<file path="src/rtl/odpad_pkg.sv">
package odpad_pkg;
  // Layout of one line's group inside the register word
  localparam int GRP_W    = 8;
  localparam int B_DIR_WE = 0;
  localparam int B_DIR    = 1;
  localparam int B_VAL_WE = 2;
  localparam int B_VAL    = 3;
  localparam int B_IN     = 4;
  localparam int B_PU_DIS = 5;

  typedef struct packed {
    logic dir_out;  // 1 = output
    logic val;      // output value when driven
    logic pu_dis;   // pull-up disable
  } pad_cfg_t;
endpackage

</file>
<file path="src/rtl/odpad_field.sv">
module odpad_field
  import odpad_pkg::*;
(
  input  logic     clk,
  input  logic     rst,
  input  logic     wr_en,
  input  logic     dir_we,
  input  logic     dir_d,
  input  logic     val_we,
  input  logic     val_d,
  input  logic     pu_d,
  output pad_cfg_t cfg,
  output logic     oe
);
  pad_cfg_t cfg_nxt;

  always_comb begin
    cfg_nxt = cfg;
    if (wr_en) begin
      if (dir_we) cfg_nxt.dir_out = dir_d;
      if (val_we) cfg_nxt.val     = val_d;
      cfg_nxt.pu_dis = pu_d;
    end
  end

  always_ff @(posedge clk) begin
    if (rst) begin
      cfg <= '0;
      oe  <= 1'b0;
    end else begin
      cfg <= cfg_nxt;
      oe  <= cfg_nxt.dir_out & ~cfg_nxt.val;
    end
  end
endmodule

</file>
<file path="src/rtl/odpad_sync.sv">
module odpad_sync #(
  parameter int STAGES = 2
) (
  input  logic clk,
  input  logic rst,
  input  logic d,
  output logic q
);
  logic [STAGES-1:0] sr;

  generate
    if (STAGES == 1) begin : g_one
      always_ff @(posedge clk) begin
        if (rst) sr <= '0;
        else     sr <= d;
      end
    end else begin : g_many
      always_ff @(posedge clk) begin
        if (rst) sr <= '0;
        else     sr <= {sr[STAGES-2:0], d};
      end
    end
  endgenerate

  assign q = sr[STAGES-1];
endmodule

</file>
<file path="src/rtl/odpad_ctl.sv">
module odpad_ctl #(
  parameter int LINES       = 2,
  parameter int SYNC_STAGES = 2
) (
  input  logic                             clk,
  input  logic                             rst,
  input  logic                             wr_en,
  input  logic [LINES*odpad_pkg::GRP_W-1:0] wr_data,
  output logic [LINES*odpad_pkg::GRP_W-1:0] rd_data,
  input  logic [LINES-1:0]                 pad_in,
  output logic [LINES-1:0]                 pad_oe,
  output logic [LINES-1:0]                 pad_pu_dis
);
  import odpad_pkg::*;

  logic [LINES-1:0] unused_wr_bits;

  generate
    for (genvar g = 0; g < LINES; g++) begin : g_line
      localparam int O = g * GRP_W;
      pad_cfg_t         cfg;
      logic             lvl;
      logic [GRP_W-1:0] rd_grp;

      odpad_field u_field (
        .clk    (clk),
        .rst    (rst),
        .wr_en  (wr_en),
        .dir_we (wr_data[O+B_DIR_WE]),
        .dir_d  (wr_data[O+B_DIR]),
        .val_we (wr_data[O+B_VAL_WE]),
        .val_d  (wr_data[O+B_VAL]),
        .pu_d   (wr_data[O+B_PU_DIS]),
        .cfg    (cfg),
        .oe     (pad_oe[g])
      );

      odpad_sync #(.STAGES(SYNC_STAGES)) u_sync (
        .clk (clk),
        .rst (rst),
        .d   (pad_in[g]),
        .q   (lvl)
      );

      always_comb begin
        rd_grp           = '0;
        rd_grp[B_DIR]    = cfg.dir_out;
        rd_grp[B_VAL]    = cfg.val;
        rd_grp[B_IN]     = lvl;
        rd_grp[B_PU_DIS] = cfg.pu_dis;
      end

      assign rd_data[O +: GRP_W] = rd_grp;
      assign pad_pu_dis[g]       = cfg.pu_dis;
      assign unused_wr_bits[g]   = ^{wr_data[O+B_IN], wr_data[O+GRP_W-1:O+B_PU_DIS+1]};
    end
  endgenerate
endmodule

</file>
<file path="config.mk">
export PLATFORM = sky130hd
export DESIGN_NAME = odpad_ctl
export DESIGN_NICKNAME = d
export VERILOG_FILES = /design/src/rtl/odpad_pkg.sv /design/src/rtl/odpad_field.sv /design/src/rtl/odpad_sync.sv /design/src/rtl/odpad_ctl.sv
export SDC_FILE = /design/constraint.sdc
export NUM_CORES = 1
export LEC_CHECK = 0
export CORE_MARGIN = 2
export CORE_UTILIZATION = 36
export CTS_BUF_LIST = sky130_fd_sc_hd__clkbuf_4 sky130_fd_sc_hd__clkbuf_8
export DETAILED_ROUTE_END_ITERATION = 8
export PLACE_DENSITY = 0.89
export RECOVER_POWER = 25
export SLEW_MARGIN = 10
export SYNTH_ARGS = -nofsm -noshare
export SYNTH_HDL_FRONTEND = slang
export SYNTH_SLANG_ARGS = --single-unit
</file>
<file path="constraint.sdc">
create_clock -name clk -period 1.6 [get_ports clk]
set_input_delay 0.16 -clock clk [delete_from_list [all_inputs] [get_ports clk]]
set_output_delay 0.16 -clock clk [all_outputs]
set_load 0.005 [all_outputs]
</file>
==> impl_metrics.env <==
export IMPL_wl_per_cell_um=9.73
export IMPL_synth_top_area_share_pct=44.8
export IMPL_ys_warn_count=0
export IMPL_end_kind="output pin"
export IMPL_cts_resized=0
export IMPL_setup_tns_ns=0
export IMPL_die_area_um2=1820
export IMPL_maxCapViolations=0
export IMPL_clock_fmax_mhz=765
export IMPL_rows=13
export IMPL_antenna_found_initial=0
export IMPL_die_w_um=42.6
export IMPL_outcome="completed"
export IMPL_nets=95
export IMPL_worstHoldPathType="input pin to register"
export IMPL_whs_ns=0.438
export IMPL_hold_buffers=0
export IMPL_grt_pass1_wl_mm=1.44
export IMPL_drt_wl_total_um=856
export IMPL_ys_seq_elements=12
export IMPL_drc=0
export IMPL_synth_seq_area_share_pct=44.8
export IMPL_crit_family="buffers and inverters"
export IMPL_yosysTopAreaCell="dfxtp_1"
export IMPL_syn_area_per_cell_um2=10.5
export IMPL_power_density_nw_per_um2=856
export IMPL_clock_latency_ns=0.27
export IMPL_core_area_um2=1350
export IMPL_worst_path_buf_inv=1
export IMPL_final_area_um2=766
export IMPL_hold_violations=0
export IMPL_final_common_cell="clkdlybuf4s50_1"
export IMPL_hpwlAfterDp_um=687
export IMPL_vias_per_cell=4.38
export IMPL_place_area_um2=729
export IMPL_period_minus_slack_ns=1.31
export IMPL_pin_count=41
export IMPL_cts_root_buf="clkbuf_4"
export IMPL_grtUsageTotal_pct=11.2
export IMPL_synthTopCellsByArea="dfxtp_1, buf_4, a2111oi_2"
export IMPL_start_util_pct=39.8
export IMPL_die_h_um=42.6
export IMPL_initialDrtViolationCount=0
export IMPL_synthDistinctLibCells=16
export IMPL_cp_slowest_cell="clkdlybuf4s50_1"
export IMPL_final_max_slew_viol_count=0
export IMPL_h_tree_depth=1
export IMPL_syn_to_final_growth_pct=42.7
export IMPL_rsz0062_at_grt="no"
export IMPL_clock_sinks=12
export IMPL_vias=385
export IMPL_timing_final_crit_share_pct=81.7
export IMPL_gp_congestion=0.601
export IMPL_setup_viol=0
export IMPL_io_buffers=26
export IMPL_worstSetupStartpointType="register"
export IMPL_n_antenna_cell=0
export IMPL_grt_max_degree=13
export IMPL_fin_skew_ns=0.00348
export IMPL_synth_area_um2=537
export IMPL_cp_arrival_ns=1.15
export IMPL_postLayoutCoreUtil_pct=56.7
export IMPL_numCtsBuffers=3
export IMPL_crit_path_max_fanout=3
export IMPL_p_leak_nw=0.309
export IMPL_drive_above_1_share_pct=15.1
export IMPL_cts_tree="done"
export IMPL_crit_chain="clkdlybuf4s50_1"
export IMPL_max_stage_delay_ns=0.52
export IMPL_clk_pin_slew_ns=0.07
export IMPL_worst_ep_required_time_ns=1.44
export IMPL_grt_overflow=0
export IMPL_grt_pass1_vias=347
export IMPL_post_cts_buffers=0
export IMPL_clockBufferDepth=2
export IMPL_final_antenna_net_count=0
export IMPL_irDropWorstVdd_mv=0.440
export IMPL_drt_pass1_iterations=1
export IMPL_final_cell_mix="clkdlybuf4s50_1, dfxtp_1, conb_1"
export IMPL_syn_instance_count=51
export IMPL_setup_slack_ns=0.293
export IMPL_place_ws_ns=0.144
export IMPL_critical_path_class="register to output pin"
## per-layer routing
metal  up-vias  routed length [µm]  track usage (%)
li1        193                   -                -
met1       166                 296             9.92
met2        26                 446             18.8
met3         0                 112             9.05
met4         0                   0             3.75
met5         -                   0                0
## worst reg2reg max path: cells and delay by family (launching register included)
kind	cells	cell delay, ns
AO/OA/AOI/OAI	2	0.58
flip-flops	1	0.34
## final timing paths
| path | from | endpoint | slack, ns | cells after the start |
|---|---|---|---|---|
| setup reg to reg | g_line[0].u_field.cfg[2] | g_line[0].u_field.oe | 0.59 | 2 |
| setup / recovery | g_line[0].u_field.cfg[0] | pad_pu_dis[0] | 0.29 | 1 |
| hold reg to reg | g_line[1].u_sync.sr[0] | g_line[1].u_sync.sr[1] | 0.44 | 1 |
| hold / removal | pad_in[1] | g_line[1].u_sync.sr[0] | 0.44 | 2 |
## power by group
group	switching [mW]	internal, mW
Sequential	0.00555	0.313
Clock	0.0975	0.138
Combinational	0.0324	0.0689
Total	0.135	0.520
## final cells by class
cell class                 count  area, µm²
fill                         117        584
timing repair buffer          27        268
sequential                    12        240
multi-input combinational     30        203
clock buffer                   4       36.3
tap                           15       18.8
## sequential cells by signal, indices dropped and copies added (netlist names)
signal              flops
g_line.u_field.cfg      6
g_line.u_field.oe       2
g_line.u_sync.sr        4
## through the flow
step | power (mW) | cells
after global placement | 0.427 | 84
after floorplan | 0.385 | 58
final | 0.656 | 88
after CTS | 0.672 | 88
after global routing | 0.699 | 88
after detailed placement | 0.429 | 84
## logic make-up after synthesis
| logic type | after synthesis | share of synthesized area (%) |
|---|---|---|
| AO/OA/AOI/OAI | 10 | 17.7 |
| buffers and inverters | 16 | 22.4 |
| flip-flops | 12 | 44.8 |
| multiplexers | 2 | 3.73 |
| other | 1 | 0.699 |
| AND/OR/NAND/NOR | 10 | 10.7 |
## Yosys cell counts
library cell	n
nor2_1	2
a21oi_1	2
clkbuf_1	1
a21boi_1	1
mux2i_1	2
and3_2	2
nand3_1	2
nor2b_1	4
dfxtp_1	12
a21bo_1	2
buf_4	14
a2111oi_2	2
conb_1	1
o21ba_2	2
a21boi_0	1
buf_6	1
Power figures use the tool's default switching activity.
